File: src/rtl/i2sm_pkg.sv
package i2sm_pkg;
  localparam int MCLK_RATIO = 256;
  localparam int SLOT_BITS  = 32;
  localparam int CLK_DIV    = MCLK_RATIO / (2 * SLOT_BITS);
  localparam int DIV_LOG2   = $clog2(CLK_DIV);
  localparam int SLOT_LOG2  = $clog2(SLOT_BITS);

  typedef enum logic [1:0] {
    FMT_I2S   = 2'd0,
    FMT_LEFT  = 2'd1,
    FMT_RIGHT = 2'd2,
    FMT_RSVD  = 2'd3
  } frame_fmt_e;

  function automatic logic width_legal(input logic [4:0] w);
    return (w == 5'd8) || (w == 5'd16) || (w == 5'd18) ||
           (w == 5'd20) || (w == 5'd24);
  endfunction
endpackage

File: src/rtl/i2sm_fifo.sv
module i2sm_fifo #(
  parameter int W     = 48,
  parameter int DEPTH = 4
) (
  input  logic                         clk,
  input  logic                         rst_n,
  input  logic                         flush,
  input  logic                         in_valid,
  output logic                         in_ready,
  input  logic [W-1:0]                 in_data,
  output logic                         out_valid,
  input  logic                         out_ready,
  output logic [W-1:0]                 out_data,
  output logic [$clog2(DEPTH+1)-1:0]   level
);
  localparam int AW = (DEPTH > 1) ? $clog2(DEPTH) : 1;
  localparam int LW = $clog2(DEPTH + 1);

  logic [W-1:0]  mem [DEPTH];
  logic [AW-1:0] wr_ptr, rd_ptr;
  logic          push, pop;

  assign in_ready  = (level != LW'(DEPTH));
  assign out_valid = (level != '0);
  assign out_data  = mem[rd_ptr];
  assign push      = in_valid && in_ready;
  assign pop       = out_valid && out_ready;

  function automatic logic [AW-1:0] bump(input logic [AW-1:0] p);
    return (p == AW'(DEPTH - 1)) ? '0 : p + 1'b1;
  endfunction

  always_ff @(posedge clk or negedge rst_n) begin
    if (!rst_n) begin
      wr_ptr <= '0;
      rd_ptr <= '0;
      level  <= '0;
    end else if (flush) begin
      wr_ptr <= '0;
      rd_ptr <= '0;
      level  <= '0;
    end else begin
      if (push) wr_ptr <= bump(wr_ptr);
      if (pop)  rd_ptr <= bump(rd_ptr);
      if (push && !pop)      level <= level + 1'b1;
      else if (pop && !push) level <= level - 1'b1;
    end
  end

  always_ff @(posedge clk) begin
    if (push) mem[wr_ptr] <= in_data;
  end


  no_overflow_chk: assert property (@(posedge clk) disable iff (!rst_n)
    level <= LW'(DEPTH));


  level_step_chk: assert property (@(posedge clk) disable iff (!rst_n)
    (push && !pop && !flush) |=> (level == $past(level) + 1'b1));
endmodule

File: src/rtl/i2sm_frame_timer.sv
module i2sm_frame_timer #(
  parameter int DIV_LOG2  = 2,
  parameter int SLOT_LOG2 = 5
) (
  input  logic                          clk,
  input  logic                          rst_n,
  input  logic                          clear,
  input  logic                          run,
  output logic [DIV_LOG2+SLOT_LOG2:0]   cnt,
  output logic [SLOT_LOG2-1:0]          slot,
  output logic                          chan,
  output logic                          bclk_phase,
  output logic                          sample_pt,
  output logic                          frame_end
);
  localparam int CNT_W = DIV_LOG2 + SLOT_LOG2 + 1;
  localparam logic [DIV_LOG2-1:0] MID = DIV_LOG2'(1 << (DIV_LOG2 - 1));

  always_ff @(posedge clk or negedge rst_n) begin
    if (!rst_n)     cnt <= '0;
    else if (clear) cnt <= '0;
    else if (run)   cnt <= cnt + 1'b1;
  end

  assign slot       = cnt[DIV_LOG2 +: SLOT_LOG2];
  assign chan       = cnt[CNT_W-1];
  assign bclk_phase = cnt[DIV_LOG2-1];
  assign sample_pt  = (cnt[DIV_LOG2-1:0] == MID);
  assign frame_end  = &cnt;
endmodule

File: src/rtl/i2sm_slot_map.sv
module i2sm_slot_map
  import i2sm_pkg::*;
(
  input  logic [4:0] slot,
  input  logic [1:0] fmt,
  input  logic [4:0] width,
  output logic       hit,
  output logic [4:0] idx
);
  logic [5:0] s6, w6;
  assign s6 = {1'b0, slot};
  assign w6 = {1'b0, width};

  always_comb begin
    hit = 1'b0;
    idx = '0;
    if (width_legal(width)) begin
      unique case (frame_fmt_e'(fmt))
        FMT_I2S: if (s6 >= 6'd1 && s6 <= w6) begin
          hit = 1'b1;
          idx = 5'(w6 - s6);
        end
        FMT_LEFT: if (s6 < w6) begin
          hit = 1'b1;
          idx = 5'(w6 - s6 - 6'd1);
        end
        FMT_RIGHT: if (s6 >= 6'd32 - w6) begin
          hit = 1'b1;
          idx = ~slot;
        end
        default: hit = 1'b0;
      endcase
    end
  end
endmodule

File: src/rtl/i2s_master_port.sv
module i2s_master_port
  import i2sm_pkg::*;
#(
  parameter int MAX_W      = 24,
  parameter int FIFO_DEPTH = 4
) (
  input  logic             clk,
  input  logic             rst_n,
  input  logic             clk_en,
  input  logic             port_dis,
  input  logic [4:0]       cfg_width,
  input  logic [1:0]       cfg_fmt,
  input  logic             cfg_inv_bclk,
  input  logic             cfg_inv_ws,
  input  logic             cfg_pin_in,
  input  logic             cfg_loop,
  input  logic             cfg_tx_en,
  input  logic             cfg_rx_en,
  input  logic             tx_valid,
  output logic             tx_ready,
  input  logic [MAX_W-1:0] tx_left,
  input  logic [MAX_W-1:0] tx_right,
  output logic             rx_valid,
  input  logic             rx_ready,
  output logic [MAX_W-1:0] rx_left,
  output logic [MAX_W-1:0] rx_right,
  output logic             bclk,
  output logic             ws,
  output logic             sd_out,
  output logic             sd_oe,
  input  logic             sd_in,
  output logic             tx_empty,
  output logic             tx_full,
  output logic             tx_req,
  output logic             rx_full,
  output logic             rx_req,
  output logic             tx_under,
  output logic             rx_over
);
  localparam int PAIR_W = 2 * MAX_W;
  localparam int LVL_W  = $clog2(FIFO_DEPTH + 1);
  localparam int CNT_W  = DIV_LOG2 + SLOT_LOG2 + 1;

  logic                    run;
  logic [CNT_W-1:0]        cnt;
  logic [SLOT_LOG2-1:0]    slot;
  logic                    chan, bclk_phase, sample_pt, frame_end;
  logic                    hit;
  logic [4:0]              idx;
  logic [1:0][MAX_W-1:0]   tx_frame, rx_cap;
  logic                    sd_tx, rx_bit;
  logic                    txf_in_ready, txf_valid, tx_load;
  logic [PAIR_W-1:0]       txf_data, rxf_data;
  logic                    rx_push, rxf_in_ready;
  logic [LVL_W-1:0]        txf_level, rxf_level;
  logic [6:0]              cfg_word;

  assign run = clk_en && !port_dis;

  i2sm_frame_timer #(.DIV_LOG2(DIV_LOG2), .SLOT_LOG2(SLOT_LOG2)) u_timer (
    .clk(clk), .rst_n(rst_n), .clear(port_dis), .run(run),
    .cnt(cnt), .slot(slot), .chan(chan), .bclk_phase(bclk_phase),
    .sample_pt(sample_pt), .frame_end(frame_end)
  );

  i2sm_slot_map u_map (
    .slot(slot), .fmt(cfg_fmt), .width(cfg_width), .hit(hit), .idx(idx)
  );

  assign sd_tx  = hit ? tx_frame[chan][idx] : 1'b0;
  assign sd_out = sd_tx;
  assign sd_oe  = !cfg_pin_in;
  assign rx_bit = cfg_loop ? sd_tx : sd_in;
  assign bclk   = run ? (bclk_phase ^ cfg_inv_bclk) : cfg_inv_bclk;
  assign ws     = chan ^ cfg_inv_ws;

  assign tx_ready = txf_in_ready && cfg_tx_en;
  assign tx_load  = run && frame_end && cfg_tx_en;
  assign rx_push  = run && frame_end && cfg_rx_en;

  i2sm_fifo #(.W(PAIR_W), .DEPTH(FIFO_DEPTH)) u_txf (
    .clk(clk), .rst_n(rst_n), .flush(port_dis),
    .in_valid(tx_valid && cfg_tx_en), .in_ready(txf_in_ready),
    .in_data({tx_left, tx_right}),
    .out_valid(txf_valid), .out_ready(tx_load), .out_data(txf_data),
    .level(txf_level)
  );

  i2sm_fifo #(.W(PAIR_W), .DEPTH(FIFO_DEPTH)) u_rxf (
    .clk(clk), .rst_n(rst_n), .flush(port_dis),
    .in_valid(rx_push), .in_ready(rxf_in_ready),
    .in_data({rx_cap[0], rx_cap[1]}),
    .out_valid(rx_valid), .out_ready(rx_ready), .out_data(rxf_data),
    .level(rxf_level)
  );

  assign rx_left  = rxf_data[PAIR_W-1:MAX_W];
  assign rx_right = rxf_data[MAX_W-1:0];

  always_ff @(posedge clk or negedge rst_n) begin
    if (!rst_n) begin
      tx_frame <= '0;
      rx_cap   <= '0;
      tx_under <= 1'b0;
      rx_over  <= 1'b0;
    end else if (port_dis) begin
      tx_frame <= '0;
      rx_cap   <= '0;
      tx_under <= 1'b0;
      rx_over  <= 1'b0;
    end else if (run) begin
      if (sample_pt && hit) rx_cap[chan][idx] <= rx_bit;
      if (frame_end) begin
        tx_frame <= (tx_load && txf_valid) ?
                    {txf_data[MAX_W-1:0], txf_data[PAIR_W-1:MAX_W]} : '0;
        rx_cap   <= '0;
        if (tx_load && !txf_valid)    tx_under <= 1'b1;
        if (rx_push && !rxf_in_ready) rx_over  <= 1'b1;
      end
    end
  end

  assign tx_empty = (txf_level == '0);
  assign tx_full  = (txf_level == LVL_W'(FIFO_DEPTH));
  assign tx_req   = (txf_level <= LVL_W'(FIFO_DEPTH / 2));
  assign rx_full  = (rxf_level == LVL_W'(FIFO_DEPTH));
  assign rx_req   = (rxf_level >= LVL_W'(FIFO_DEPTH / 2));

  assign cfg_word = {cfg_fmt, cfg_width};


  bclk_hold_chk: assert property (@(posedge clk) disable iff (!rst_n)
    (run && $past(run) && $stable(cfg_inv_bclk) && cnt[0]) |-> $stable(bclk));


  ws_hold_chk: assert property (@(posedge clk) disable iff (!rst_n)
    (run && $past(run) && $stable(cfg_inv_ws) && (cnt[CNT_W-2:0] != '0))
      |-> $stable(ws));


  sd_hold_chk: assert property (@(posedge clk) disable iff (!rst_n)
    (run && $past(run) && $stable(cfg_word) && (cnt[DIV_LOG2-1:0] != '0))
      |-> $stable(sd_out));


  under_sticky_chk: assert property (@(posedge clk) disable iff (!rst_n)
    ($past(tx_under) && !$past(port_dis)) |-> tx_under);


  over_sticky_chk: assert property (@(posedge clk) disable iff (!rst_n)
    ($past(rx_over) && !$past(port_dis)) |-> rx_over);
endmodule

File: config.mk
export PLATFORM = sky130hd
export DESIGN_NAME = i2s_master_port
export DESIGN_NICKNAME = d
export VERILOG_FILES = /design/src/rtl/i2sm_pkg.sv /design/src/rtl/i2sm_fifo.sv /design/src/rtl/i2sm_frame_timer.sv /design/src/rtl/i2sm_slot_map.sv /design/src/rtl/i2s_master_port.sv
export SDC_FILE = /design/constraint.sdc
export NUM_CORES = 1
export LEC_CHECK = 0
export ABC_AREA = 1
export BUFFER_PORTS_ARGS = -buffer_cell sky130_fd_sc_hd__buf_4
export CAP_MARGIN = 20
export CORE_MARGIN = 1
export CORE_UTILIZATION = 39
export CTS_CLUSTER_DIAMETER = 40
export DETAILED_ROUTE_END_ITERATION = 6
export PLACE_DENSITY = 0.58
export SLEW_MARGIN = 20
export SYNTH_ARGS = -nofsm -noshare
export SYNTH_HDL_FRONTEND = slang
export SYNTH_SLANG_ARGS = --single-unit
File: constraint.sdc
create_clock -name clk -period 9.57 [get_ports clk]
set_input_delay 0.957 -clock clk [delete_from_list [all_inputs] [get_ports clk]]
set_output_delay 0.957 -clock clk [all_outputs]
set_load 0.02 [all_outputs]
## Word level (Yosys, flattened, before mapping)

Memories as Yosys holds them, arrays and structs flattened.
Index checks and enable logic that the tools add are counted.

| word-level totals | value |
|---|---|
| bits in registers | 120 |
| memory bits (writable) | 384 |
| input bits | 68 |
| output and inout bits | 61 |
| logic and storage cells | 170 |
| memories kept | 2 |

Memory list:

| name | depth | bits a word | read ports | clocked after Yosys merged registers in | wr ports | line | text |
|---|---|---|---|---|---|---|---|
| u_rxf.mem | 4 | 48 | 1 | 0 | 1 | i2sm_fifo.sv:19 | `logic [W-1:0] mem [DEPTH];` |
| u_txf.mem | 4 | 48 | 1 | 0 | 1 | i2sm_fifo.sv:19 |  |

| operators by class | value |
|---|---|
| add/subtract/negate cells | 12 |
| $lt $le $gt $ge | 10 |
| equality and inequality tests | 16 |
| multiplexer cells | 62 |
| bitwise logic cells | 3 |
| reduce and logical (&&, ||, !) cells | 52 |

Operators by type and width:

| operator | count |
|---|---|
| $mux 48 | 8 |
| $mux 24 | 3 |
| $bwmux 48 | 1 |
| $demux 24 s1 | 1 |
| $mux 2 | 12 |
| $mux 1 | 21 |
| $eq 5x5->1 const B | 4 |
| $logic_and 1x1->1 | 20 |
| $mux 5 | 4 |
| $mux 3 | 6 |
| $mux 8 | 2 |
| $reduce_bool 2->1 | 8 |
| $pmux 5 s3 | 1 |
| $reduce_bool 3->1 | 5 |
| $eq 2x2->1 const B | 6 |
| $ge 5x1->1 const B | 2 |
| $add 2x1->2 const B | 4 |
| $add 8x1->8 const B | 1 |
| $logic_not 1->1 | 8 |
| $reduce_and 8->1 | 1 |
| $add 3x1->3 const B | 2 |
| $eq 3x3->1 const B | 2 |
| $ge 5x6->1 | 1 |
| $lt 5x6->1 const B | 1 |
| other kinds (23) | 31 |

## Logic depth before layout (Yosys ltp)

| depth | value |
|---|---|
| depth in word-level cells | 17 |
| mapped depth | 27 |
| depth with buffers taken out | 24 |

## Modules after synthesis

A second synthesis with hierarchy kept.

| unflattened totals | value |
|---|---|
| cells, all modules | 2,014 |
| area, all modules | 21,898.5 um2 |

Modules (own cells, without submodules):

| module | times used | cells an instance | area an instance (um2) | seq. area each (um2) |
|---|---|---|---|---|
| i2sm_fifo (u_txf) | 1 | 530 | 7,633.6 | 5,940.7 |
| i2sm_fifo (u_rxf) | 1 | 530 | 7,609.8 | 5,940.7 |
| i2s_master_port | 1 | 747 | 5,385.2 | 2,452.4 |
| i2sm_slot_map | 1 | 138 | 757.0 | 0.0 |
| i2sm_frame_timer | 1 | 69 | 513.0 | 200.2 |

## Worst setup path after synthesis

No wires, ideal clock.

| path | value |
|---|---|
| kind | in2reg |
| start | input port port_dis |
| end | memory u_rxf.mem[0][0] (enable) |
| arrival | 3,954 ps |
| data required time | 9,116 ps |
| path slack | 5,163 ps |
| cell stages on the path | 8 |
| path buffers | 1 |
| cells stage by stage | clkbuf_1 nor2_1 inv_1 nor2_1 nand2_1 nor2_1 inv_1 nor2_1 |

| on the way | value |
|---|---|
| cells in the longest elaborated chain, start to end | 7 |

Ends and longest elaborated chain:

| element | line | text |
|---|---|---|
| start, declared | i2s_master_port.sv:10 | `input logic port_dis,` |
| $logic_not 1->1 | i2s_master_port.sv:58 | `assign run = clk_en && !port_dis;` |
| $logic_and 1x1->1 | i2s_master_port.sv:58 |  |
| $logic_and 1x1->1 (2 in a row) | i2s_master_port.sv:79 | `assign rx_push = run && frame_end && cfg_rx_en;` |
| $logic_and 1x1->1 | i2sm_fifo.sv:26 | `assign push = in_valid && in_ready;` |
| $mux 1 | i2sm_fifo.sv:51 | `if (push) mem[wr_ptr] <= in_data;` |
| $mux 1 (implied by the code) | i2sm_fifo.sv:51 |  |
| end, declared | i2sm_fifo.sv:19 |  |

Every way passes these cells.

## Final worst setup path

| path | value |
|---|---|
| start | input port cfg_width[0] |
| end | output port sd_out |

| on the way | value |
|---|---|
| cells in the longest elaborated chain, start to end | 9 |
| elaborated cells between the ends (all ways) | 29 |

Ends and longest elaborated chain:

| element | line | text |
|---|---|---|
| start, declared | i2s_master_port.sv:11 | `input logic [4:0] cfg_width,` |
| branches (longest 8 deep; another with $sub 6x5->6) | -- |  |
| $mux 1 * | i2s_master_port.sv:70 | `assign sd_tx = hit ? tx_frame[chan][idx] : 1'b0;` |
| end, declared | i2s_master_port.sv:29 | `output logic sd_out,` |

Every way passes the cells marked *. The select of a mux whose other input is x is not followed.

==> impl_results.md <==
* Total Negative Setup Slacks at 0 ns
* Crit. Startpoint: cfg_width[0]
* Psw at around 1.5 mW
* Adder-cell share of the synthesized area at 0.0168
* Worst Reg2Reg Path Length in Cells at 14
* Async SR Flop Fraction at 0.238
* Crit path launch type: input port
* Placed insts at 2685
* Pleak at between 10 and 15 nW
* PortBufs at around 130
* CP max stage cell: nand2_2
* Internal power at approximately 4.4 mW
* Synthesized instance count at 1946
* Yosys reg bits at 504
* Row count at 85
* Vias in the first global route at 14800
* Reg2Reg Launch Point: u_timer.cnt[1]$_DFFE_PN0N_
* Vert. Die Dim at 237 um
* Most frequent cells in the layout: 394 x nand2_1, 384 x edfxtp_1, 199 x o21ai_0
* Clock Root Buffer: clkbuf_16
* Sw frac at 0.251
* Post-Route WL at between 50000 and 60000 um
* Post-Route Utilization at 0.478
* Total die area at roughly 0.056 mm2
* Comb power frac at 0.105
* Dpl hpwl at approximately 30000 um
* Most common flop cell mapped by yosys: edfxtp_1
* Post-CTS Setup Inserts at 0
* Final ANT Viol Nets at 0
* Seq pwr share at 0.413
* Worst Path Arrival at 3.83 ns
* Mapped cell area at 0.0215 mm2
* Worst vdd ir at 0.157 mV
* Synth top area share at 0.536
* Worst min path class: input port to async pin
* Outcome: complete, no violations
* CTS buffer count at 80
* Die width at 237 um
* Final Hold Viols at 0
* Core ar. at 0.0541 mm2
* Post-route setup slack at ~4.8 ns
* Largest net degree at the start of global routing at 98
* Htree depth at 3
* CTS tree: done
* Top area cells in the synthesized netlist: edfxtp_1 54%, dfrtp_1 14%, nand2_1 6.9%
* Synth Area in Simple Gates at 0.152
* Post-synth top area cell: edfxtp_1
* Fmax at 209 MHz
* RSZ-0062 raised after global routing: false
* Reg clk slew, reported paths at 0.05 ns
* Register area share after synthesis at 0.676
* # DRC at 0
* Crit-path cells: buf_4, inv_1, ha_1, nand2_1, nor2_1, xor2_1, ha_1, a21oi_1, nand2_1, nand3_1, nand3_2, nand2_2, nand2_1, o21ai_1, nand2_1, nand2_1, nand2_1, nand3_1, nand2_1, nand3_2, inv_1, buf_4
* Drt initial violations at 1164
* Worst setup EP type: output pin
* FF-to-FF setup slack at 5.63 ns
* RePlAce Congestion at 0.838
* Crit path max fanout at 20
* Xor/xnor share of the synthesized area at 0.00448
* Number of synthesized flops with an enable pin at approximately 380
* Initial Util at 0.397
* Area grow syn2layout at 20.2%
* Kind of critical path: input port to output pin
* # resized after CTS at 0
* Vias per Instance at 5.26
* DRT Pass-1 Iters at 5
* PwrDens at approximately 230 mW/mm2
* Fin. max-slew vios at 0
* Final setup vio count at 0
* Final Cycle Share at 0.500
* Design area at 0.0259 mm2
* Max_slew headroom at 0.223
* Worst Tran Pin Value at 1.16 ns
* Initial antenna violation count at 1
* CTS Sinks at 504
* Combinational family with the most area after synthesis: simple AND/OR/NAND/NOR gates
* Syn_area_per_cell at between 10 and 15 um2
* Max Cap Viol at 0
* CTS Buffer Depth at 3
* Net Count, Synth at slightly above 2000
* Total number of vias at 14900
* Required @ worst endpoint at 8.61 ns
* Worst-Skew Late Latency at 0.60 ns
* # hold bufs at CTS at 0
* Top-level port count at ~130
* Clk pwr share at 0.482
* Most common cell after layout, fill and taps aside: nand2_1
* WL/cell at between 15 and 20 um
* Crit path top cell by count: nand2_1
* Synth Area in Compound Gates at 0.106
* Worst clock skew at approximately 0.023 ns
* Post-DP Area at about 0.023 mm2
* RR Endpoint: u_txf.level[2]$_DFFE_PN0P_
* Share of cells above drive strength 1 at 0.164
* First-pass GRT wire length at 84000 um
* Overflow after GRT at 0
* Minimum clock period at approximately 4.8 ns
* # diodes at 0
* Syn. warnings at 0
* Synth cell types at 40
* Setup WS pre-CTS at 4.80 ns
* Global-route usage over all layers at 0.194
* Cell Count, Final, Fillers Out at 2834
* Fin nets at 2166
* Crit path largest cell delay at slightly above 0.3 ns
* Mux share of post-synthesis cell area at 0
==> power groups by stage <==
stage | logic [mW] | clock network (mW) | registers (mW)
finish | 0.616 | 2.83 | 2.42
global route | 0.682 | 2.99 | 2.42
CTS | 0.628 | 2.88 | 2.42
detailed placement | 0.626 | 0 | 2.46
global placement | 0.612 | 0 | 2.46
floorplan | 0.368 | 0 | 2.46
==> worst max-delay path, delay by kind of cell <==
| kind | cells | cell delay (ns) |
|---|---|---|
| AO/OA/AOI/OAI | 2 | 0.32 |
| AND/OR/NAND/NOR | 13 | 1.48 |
| buffers and inverters | 4 | 0.43 |
| XOR/XNOR | 1 | 0.17 |
| adder cells (fa/ha/maj) | 2 | 0.47 |
==> final cells by class <==
cell class	instances	area (um2)
clock buffer	101	2220
timing repair buffer	158	1210
inverter	124	465
fill	4833	28300
sequential	504	14500
multi-input combinational	1203	6080
clock inverter	48	463
tap	696	871
==> metal layers <==
layer	wire length, um	GRT usage	vias to the layer above
met2	26600	0.334	380
met4	1220	0.0610	2
met5	13	0	-
li1	-	-	7105
met1	22800	0.246	7337
met3	2640	0.0380	93
==> through the flow <==
stage	power (mW)	hold slack [ns]
after detailed placement	3.08	0.491
after CTS	5.93	0.375
after global routing	6.09	0.398
final	5.86	0.376
after global placement	3.07	0.480
after floorplan	2.82	0.458
==> flip-flops by register name (all words and copies together) (netlist names) <==
name	count
u_timer.cnt	8
u_rxf.mem	192
u_txf.level	3
u_txf.wr_ptr	2
u_rxf.level	3
u_rxf.wr_ptr	2
tx_under	1
rx_over	1
rx_cap	48
tx_frame	48
u_txf.rd_ptr	2
u_txf.mem	192
u_rxf.rd_ptr	2
==> cells by family after synthesis <==
family,count (synthesis)
compound gates,390
xor+xnor,11
fa+ha+maj,27
buf+inv,239
flops,504
simple gates,775
==> cell usage after synthesis (9+ instances only) <==
cell and n:
o21ai_0 199, nand3_1 133, a221o_1 19, inv_1 114, a21oi_1 68, nand2_1 394
ha_1 24, nor2_1 203, dfrtp_1 120, a32o_1 20, buf_2 9, o22ai_1 60
edfxtp_1 384, nand3_2 22, clkbuf_1 93
==> how the worst max path moves through the flow <==
| stage | endpoint | slack [ns] | depth (start not counted) |
|---|---|---|---|
| after detailed placement | sd_out | 4.80 | 22 |
| final | sd_out | 4.78 | 22 |
| after global routing | sd_out | 4.40 | 22 |
| after floorplan | u_rxf.mem[0][0]$_DFFE_PP_ | 5.16 | 8 |
| after global placement | sd_out | 4.91 | 22 |
| after CTS | sd_out | 4.80 | 22 |
Power figures use the tool's default switching activity.
